`src/rtl/scan_wrap_pkg.sv`:
```
package scan_wrap_pkg;
  // Number of chain elements: output register, address, data, control.
  function automatic int chain_len(input int aw, input int dw);
    return 3 * dw + aw;
  endfunction
endpackage

```
`src/rtl/scan_seg.sv`:
```
module scan_seg #(
  parameter int W = 4
) (
  input  logic         clk,
  input  logic         rst,
  input  logic         se,
  input  logic         sin,
  input  logic [W-1:0] func_d,
  output logic [W-1:0] q,
  output logic         sout
);
  logic [W-1:0] prev;

  generate
    for (genvar i = 0; i < W; i++) begin : g_bit
      if (i == 0) begin : g_head
        assign prev[i] = sin;
      end else begin : g_body
        assign prev[i] = q[i-1];
      end
      always_ff @(posedge clk) begin
        if (rst) q[i] <= 1'b0;
        else     q[i] <= se ? prev[i] : func_d[i];
      end
    end
  endgenerate

  assign sout = q[W-1];


  shift_in_chk: assert property (@(posedge clk) disable iff (rst)
    se |=> q[0] == $past(sin));
endmodule

```
`src/rtl/mem_array.sv`:
```
module mem_array #(
  parameter int AW = 3,
  parameter int DW = 4
) (
  input  logic          clk,
  input  logic          rst,
  input  logic          se,
  input  logic          we,
  input  logic [AW-1:0] addr,
  input  logic [DW-1:0] wdata,
  output logic [DW-1:0] rd
);
  localparam int DEPTH = 1 << AW;
  logic [DW-1:0] mem [DEPTH];

  always_ff @(posedge clk) begin
    if (we && !se) mem[addr] <= wdata;
  end

  assign rd = mem[addr];


  no_shift_write_chk: assert property (@(posedge clk) disable iff (rst)
    se |=> mem[$past(addr)] == $past(mem[addr]));
endmodule

```
`src/rtl/rd_select.sv`:
```
module rd_select #(
  parameter int DW = 4
) (
  input  logic          test_mode,
  input  logic [DW-1:0] ram_rd,
  input  logic [DW-1:0] ctl,
  output logic [DW-1:0] dsel
);
  always_comb begin
    dsel = test_mode ? ctl : ram_rd;
  end
endmodule

```
`src/rtl/scan_mem_wrap.sv`:
```
module scan_mem_wrap
  import scan_wrap_pkg::*;
#(
  parameter int AW = 3,
  parameter int DW = 4
) (
  input  logic          clk,
  input  logic          rst,
  input  logic          test_mode,
  input  logic          se,
  input  logic          si,
  output logic          so,
  input  logic          we,
  input  logic [AW-1:0] addr,
  input  logic [DW-1:0] wdata,
  output logic [DW-1:0] rdata
);
  localparam int LEN = chain_len(AW, DW);

  logic [DW-1:0] out_q, dobs_q, ctl_q, ram_rd, dsel;
  logic [AW-1:0] aobs_q;
  logic s_out, s_adr, s_dat, s_ctl;

  mem_array #(.AW(AW), .DW(DW)) u_mem (
    .clk(clk), .rst(rst), .se(se), .we(we), .addr(addr),
    .wdata(wdata), .rd(ram_rd)
  );

  rd_select #(.DW(DW)) u_sel (
    .test_mode(test_mode), .ram_rd(ram_rd), .ctl(ctl_q), .dsel(dsel)
  );

  // Chain: output register -> address observe -> data observe -> control.
  scan_seg #(.W(DW)) u_seg_out (
    .clk(clk), .rst(rst), .se(se), .sin(si),
    .func_d(dsel), .q(out_q), .sout(s_out)
  );
  scan_seg #(.W(AW)) u_seg_adr (
    .clk(clk), .rst(rst), .se(se), .sin(s_out),
    .func_d(addr), .q(aobs_q), .sout(s_adr)
  );
  scan_seg #(.W(DW)) u_seg_dat (
    .clk(clk), .rst(rst), .se(se), .sin(s_adr),
    .func_d(wdata), .q(dobs_q), .sout(s_dat)
  );
  scan_seg #(.W(DW)) u_seg_ctl (
    .clk(clk), .rst(rst), .se(se), .sin(s_dat),
    .func_d(ctl_q), .q(ctl_q), .sout(s_ctl)
  );

  assign so    = s_ctl;
  assign rdata = out_q;

  initial begin
    if (LEN < 2) $error("chain too short");
  end


  chain_tail_chk: assert property (@(posedge clk) disable iff (rst)
    se |=> so == $past(ctl_q[DW-2]));

  addr_obs_chk: assert property (@(posedge clk) disable iff (rst)
    !se |=> aobs_q == $past(addr));

  data_obs_chk: assert property (@(posedge clk) disable iff (rst)
    !se |=> dobs_q == $past(wdata));

  ctl_hold_chk: assert property (@(posedge clk) disable iff (rst)
    !se |=> $stable(ctl_q));

  test_drive_chk: assert property (@(posedge clk) disable iff (rst)
    (test_mode && !se) |=> rdata == $past(ctl_q));

  bypass_chk: assert property (@(posedge clk) disable iff (rst)
    (!test_mode && !se) |=> rdata == $past(ram_rd));
endmodule

```
`config.mk`:
```
export PLATFORM = sky130hd
export DESIGN_NAME = scan_mem_wrap
export DESIGN_NICKNAME = d
export VERILOG_FILES = /design/src/rtl/scan_wrap_pkg.sv /design/src/rtl/scan_seg.sv /design/src/rtl/mem_array.sv /design/src/rtl/rd_select.sv /design/src/rtl/scan_mem_wrap.sv
export SDC_FILE = /design/constraint.sdc
export NUM_CORES = 1
export LEC_CHECK = 0
export BUFFER_PORTS_ARGS = -buffer_cell sky130_fd_sc_hd__clkbuf_2
export CAP_MARGIN = 30
export CELL_PAD_IN_SITES_DETAIL_PLACEMENT = 1
export CELL_PAD_IN_SITES_GLOBAL_PLACEMENT = 1
export CORE_UTILIZATION = 50
export CTS_CLUSTER_SIZE = 30
export DETAILED_ROUTE_END_ITERATION = 8
export MAX_ROUTING_LAYER = met4
export PLACE_DENSITY = 0.92
export SLEW_MARGIN = 20
export SYNTH_ARGS = -nofsm -noshare
export SYNTH_HDL_FRONTEND = slang
export SYNTH_SLANG_ARGS = --single-unit
```
`constraint.sdc`:
```
create_clock -name clk -period 2.4 [get_ports clk]
set_clock_uncertainty 0.15 [all_clocks]
set_input_delay 0.12 -clock clk [delete_from_list [all_inputs] [get_ports clk]]
set_output_delay 0.12 -clock clk [all_outputs]
set_load 0.02 [all_outputs]
```
==> impl_results.md, run 1 <==
* Critical Path End Type: flip-flop
* ANT nets after route at 0
* Layout area overhead at 9.561%
* Gr usage total at 22.66%
* Remaining Overflow, GRT at 0
* Area leader, netlist: edfxtp_1
* Slew HR at 57.18%
* Filler cell count at 358
* GR Util met3 at 5.536%
* CP peak stage delay at 0.55 ns
* Fin nets at 167
* Chip width at 63.82 µm
* Synth unique cells at 23
* Initial Utilization at 52.19%
* Layout cell share with drive strength beyond 1 at 23.87%
* Element type at the critical path start: primary input
* Status: finished, final reports clean
* Clock Latency Late Sink at 0.29 ns
* Proportion of synthesized area in mux cells at 15.98%
* Max-cap violations at 0
* R2R Setup Slk at 0.87 ns
* CTS tree: built
* Kind of cell adding the most delay to the critical path: simple AND/OR/NAND/NOR gates
* Req. time, crit path at 2.18 ns
* # clock sinks at 47
* Post-route DRC at 0
* CORE AREA at 3661 µm²
* Row count at 22
* Finished Layout Cells at 203
* Dpl hpwl at 2809 µm
* # setup viols final at 0
* Tcrit/Tclk final at 65.26%
* Post-Synth XOR/XNOR Area at 0%
* P_leak at 0.7846 nW
* Maximum clock path buffer count at 2
* Via/cell ratio at 5.567
* Critical path buffer and inverter count at 1
* Post-detailed-route wirelength per cell at 19.50 µm
* GR Util met1 at 25.03%
* Avg Cell Area, Syn at 14.05 µm²
* Met2 usage at 39.10%
* Critical Path Start: addr[0]
* RSZ-0062 raised after global routing: false
* Hold Path Class: primary input to flip-flop
* Design area at 2093 µm²
* Pre-antenna DRT Iters at 4
* First-pass GRT wire length at 6292 µm
* Clock Tree Root: clkbuf_8
* Crit path max fanout at 19
* Iteration-0 DRC Markers at 42
* Synth area leaders: edfxtp_1 (50%), dfxtp_1 (16%), mux2i_1 (5.8%), mux2_2 (5.3%), nor2_1 (4.5%)
* CP arrival at 1.35 ns
* Share of the synthesized area in the top cell type at 50.29%
* CTS clk-pin slew, worst paths at 0.08 ns
* Post-synthesis simple-gate area fraction at 7.793%
* Combinational family with the most area after synthesis: multiplexers
* CP max stage cell: nor3_1
* Top-level I/O count at 18
* Post-CTS setup buffer count at 0
* Number of synthesized flops with an enable pin at 32
* Max-slew violation count at 0
* Tmin final at 1.566 ns
* Worst VDD drop at 566.2 µV
* Placement Cell Area at 2003 µm²
* Inserted Diodes at 0
* Sequential area share after synthesis at 66.01%
* Async SR Flop Fraction at 0%
* Final Hold Fails at 0
* Routed WL at 3959 µm
* Mapped Cells at 136
* PortBufs at 17
* Vias in the first global route at 1264
* Num CTS Buffers at 5
* Antenna violations before repair at 0
* Die Y at 63.82 µm
* Worst R2R Start: u_mem.mem[4][0]
* Dpl cells at 194
* GRT busiest layer: met2
* YS warnings at 0
* Largest net degree at the start of global routing at 21
* Post-Route Setup TNS at 0 ns
* Worst Min Path Start: test_mode
* Post-Syn Area at 1911 µm²
* Htree depth at 2
* Achievable Freq at 638.4 MHz
* Syn nets at 149
* Detailed-route via count at 1130
* Commonest cells after routing, fill and taps aside: edfxtp_1 (32), nor2_1 (23), clkbuf_2 (17)
* Critical path class: primary input to flip-flop
* Die area at 4072 µm²
* Crit-path cells: clkbuf_2 > nand3b_1 > nor3_1
* Most used DFF post-synth: edfxtp_1
* Synth Area in Compound Gates at 6.287%
* Pwr per Cell Area at 696.8 nW/µm²
* Seq cells post-synth at 47
* GP Congestion at 0.8346
* Worst Tran Pin Value at 0.6374 ns
* Area share of fa/ha/maj cells after synthesis at 0%
* Most common cell after layout, fill and taps aside: edfxtp_1
-- final timing paths --
| kind | cells past startpoint | end |
|---|---|---|
| min | 3 | u_seg_out.q[2] |
| max reg2reg | 3 | u_seg_out.q[0] |
| min reg2reg | 2 | u_seg_dat.q[0] |
| max | 3 | u_mem.mem[1][1] |
-- cell families after synthesis --
family	after synthesis
mux	27
buf+inv	12
simple gates	34
flops	47
compound gates	16
-- flip-flops by register name, summed over array words and instances, names as in the netlist --
register	flops
u_seg_out.sout	1
u_seg_dat.sout	1
u_seg_dat.q	3
u_seg_ctl.q	3
u_mem.mem	32
u_seg_adr.sout	1
u_seg_adr.q	2
u_seg_ctl.sout	1
u_seg_out.q	3
-- what timing repair did --
item                                   in CTS  in global routing
hold buffers                                0                  1
resized for setup                           0                  0
endpoints found under the hold margin       0                  1
-- through the flow --
step / total power [W] / util (%) / hold WS [ns] / worst slack, ns
detailed placement: 0.001038 / 54.72 / 0.3115 / 0.6291
CTS: 0.001470 / 56.90 / 0.0003256 / 0.8658
finish: 0.001459 / 57.18 / 0.02012 / 0.8337
global route: 0.001511 / 57.18 / 0.01188 / 0.7398
global placement: 0.001028 / 54.72 / 0.2827 / 0.7360
floorplan: 0.0009974 / - / 0.04238 / 1.000
-- final cells by class --
type	count	area [µm²]	area share, %
clock buffers	6	72.57	3.467
clock inverters	2	7.507	0.3586
inverters	4	15.01	0.7173
multi-input cells	77	574.3	27.44
flip-flops and latches	47	1261	60.25
well taps	48	60.06	2.869
repair buffers	19	102.6	4.901
-- Yosys cell counts, types with 3 or more instances --
library cell / n
inv_1: 4
a222oi_1: 4
dfxtp_1: 15
nor2_1: 23
mux2_1: 3
buf_2: 3
mux2_4: 4
a221o_1: 4
edfxtp_1: 32
mux2_2: 9
mux2i_1: 11
a21oi_1: 8
-- worst min-delay path, stage by stage --
cell,delay [ns]
clkbuf_2,0.12
a221o_1,0.14
a21oi_1,0.04
-- power by group --
group | switching (W) | internal [W] | leakage (nW)
Clock | 0.000239 | 0.000199 | 0.0403
Combinational | 0.0000746 | 0.0000503 | 0.332
Sequential | 0.00000837 | 0.000887 | 0.412
-- layer usage --
layer / vias to the layer above / wire (µm)
met4: 0 / 104
met3: 11 / 114
met5: - / 0
met1: 560 / 1658
li1: 534 / -
met2: 25 / 2082
(Power assumes the default switching activity.)
==> run 2, diff against run 1 <==
Settings changed: CORE_UTILIZATION 50 to 43, PLACE_DENSITY 0.92 to 0.85.
Clock period 2.4 ns to 1.4 ns, I/O delays scaled along.
==> run 2 against run 1 <==
- sequential share of layout area shrank 5.1 points
- sequential power grew 72%
- register-to-register slack lost 0.92 ns
- critical path type is now flip-flop to flip-flop
- clock power grew 80%
- non-clock buffer count grew 21
- combinational power grew 100%
- largest power group unchanged
- the flow now finishes with violations (negative setup slack)
- largest cell class unchanged
- via count grew 7.3%
- power grew 77%
- hold slack lost 0.014 ns
- design area grew 9.2%
- global-route usage grew 0.61 points
==> impl_results.md, run 2 (synthesized netlist as in run 1, its figures left out) <==
* Sw Share at 23.30%
* CP max stage cell: edfxtp_1
* Die Y at 68.66 µm
* Chip width at 68.66 µm
* GP Congestion at 0.9273
* Max-slew violation count at 0
* Total chip power at 0.002579 W
* Layout cell share with drive strength beyond 1 at 34.09%
* ANT nets after route at 0
* Detailed-route via count at 1212
* First-pass GRT wire length at 6989 µm
* Kind of cell adding the most delay to the critical path: compound AO/OA/AOI/OAI gates
* Min-Delay Path Depth at 2
* Die area at 4714 µm²
* Cell count of the worst reg-to-reg path at 3
* Biggest register: u_mem.mem
* Critical path class: flip-flop to flip-flop
* Hold Crit Endpoint: u_seg_ctl.q[2]
* Most common cell after layout, fill and taps aside: edfxtp_1
* Fin nets at 188
* Tcrit/Tclk final at 103.6%
* Crit path max fanout at 1
* Vias in the first global route at 1348
* Final Util at 55.16%
* Seq pwr share at 59.6%
* Element type at the critical path start: flip-flop
* Pre-antenna DRT Iters at 4
* Req. time, crit path at 1.43 ns
* Gate power share at 9.9%
* Initial Utilization at 46.11%
* Max-cap violations at 0
* Post-detailed-route wirelength per cell at 20.19 µm
* Final worst slack at -0.04978 ns
* Gr usage total at 23.27%
* Maximum clock path buffer count at 2
* Fin Hold WS at 0.006418 ns
* Clock Latency Late Sink at 0.30 ns
* Pint at 0.001978 W
* Clock Tree Root: clkbuf_8
* Critical path buffer and inverter count at 0
* R2R Setup Slk at -0.05 ns
* Dpl hpwl at 3187 µm
* Post-CTS setup buffer count at 0
* Slew HR at 77.00%
* P_leak at 0.9093 nW
* Post-Route Setup TNS at -0.09124 ns
* Max reg flops at 32
* Htree depth at 2
* CP arrival at 1.48 ns
* Crit-path cells: mux2_4 > a222oi_1 > a21oi_1
* Pwr per Cell Area at 1128 nW/µm²
* # setup viols final at 2
* Remaining Overflow, GRT at 0
* Antenna violations before repair at 0
* Tmin final at 1.450 ns
* Clock share of power at 30.5%
* Worst Min Path Start: rst
* Via/cell ratio at 5.363
* Critical Path End Type: flip-flop
* Routed WL at 4563 µm
* Num CTS Buffers at 5
* Commonest cells after routing, fill and taps aside: edfxtp_1 (32), nor2_1 (23), buf_4 (17)
* Filler cell count at 435
* CTS clk-pin slew, worst paths at 0.08 ns
* Post-route DRC at 0
* Achievable Freq at 689.8 MHz
* Top-level I/O count at 18
* PortBufs at 17
* CP peak stage delay at 0.38 ns
* Row count at 23
* Footprint of the multi-input gates at 590.6 µm²
* # clock sinks at 47
* Worst Tran Pin Value at 0.3451 ns
* Status: finished, violations left
* Net Sw Power at 0.0006010 W
* Worst R2R Start: u_mem.mem[4][0]
* Inserted Diodes at 0
* Sequential cell area at 1261 µm²
* Hold Path Class: primary input to flip-flop
* Violated checks: negative setup slack
* Iteration-0 DRC Markers at 27
* CORE AREA at 4144 µm²
* Final Hold Fails at 0
* CTS tree: built
* Layout area overhead at 19.65%
* Reg-to-reg endpoint: u_seg_out.q[0]
* RSZ-0062 raised after global routing: true
* Largest net degree at the start of global routing at 16
* Worst VDD drop at 759.1 µV
## run 2: cell count changes in the layout (fill, tap and decap cells not counted), moves of 2 or more
| cell | change |
|---|---|
| buf_4 | +16 |
| clkinv_1 | -2 |
| clkinv_2 | +3 |
| dlygate4sd3_1 | +5 |
| mux2_1 | -3 |
| mux2_4 | +3 |
## run 2: area by class of cell
class / count / share of cell area, %
clock buffer: 5 / 3.010
sequential: 47 / 55.17
tap: 50 / 2.737
multi-input combinational: 77 / 25.83
inverter: 4 / 0.6568
timing repair buffer: 40 / 11.93
clock inverter: 3 / 0.6568
## run 2: worst register-to-register path: cells and delay by family, from the launching register on
family / cells / cell delay (ns)
compound gates: 2 / 0.51
mux: 1 / 0.29
flops: 1 / 0.38
## run 2: routing by layer
layer / global-route usage, % / vias up / share of wire [%]
met2: 37.87 / 26 / 53
met4: 13.02 / 0 / 2.1
met1: 25.91 / 603 / 42
met5: - / - / 0
met3: 6.086 / 9 / 3.5
li1: - / 574 / -
## run 2: per-stage QoR
stage          area (µm²)  worst slack (ns)  std cells
2_1_floorplan        1911           0.05007        136
3_5_place_dp         2126           -0.2045        212
6_report             2286          -0.04978        226
4_1_cts              2277          -0.07329        226
3_3_place_gp         2126           -0.1545        212
5_1_grt              2286          -0.08865        226
## run 2: worst max-delay path by stage
stage	start	endpoint	slack, ns	cells past startpoint
detailed placement	addr[0]	u_seg_out.q[0]	-0.20	4
global route	u_mem.mem[4][0]	u_seg_out.q[0]	-0.09	3
finish	u_mem.mem[4][0]	u_seg_out.q[0]	-0.05	3
global placement	addr[0]	u_seg_out.q[0]	-0.15	4
CTS	u_mem.mem[4][0]	u_seg_out.q[0]	-0.07	3
floorplan	addr[0]	u_mem.mem[0][0]	0.05	5
## run 2: power by group through the flow
stage | Sequential (W) | Combinational, W | Clock (W)
detailed placement | 0.00157 | 0.000233 | 0
finish | 0.00154 | 0.000254 | 0.000787
floorplan | 0.00157 | 0.000139 | 0
global route | 0.00154 | 0.000275 | 0.000847
global placement | 0.00157 | 0.000218 | 0
CTS | 0.00154 | 0.000251 | 0.000809
## run 2: what timing repair did
item / 4_1_cts / 5_1_grt
hold buffers: 6 / 0
setup endpoints to repair: 4 / 5
hold endpoints to repair: 35 / 0
resized for setup: 2 / 3
pin swaps: 6 / 2
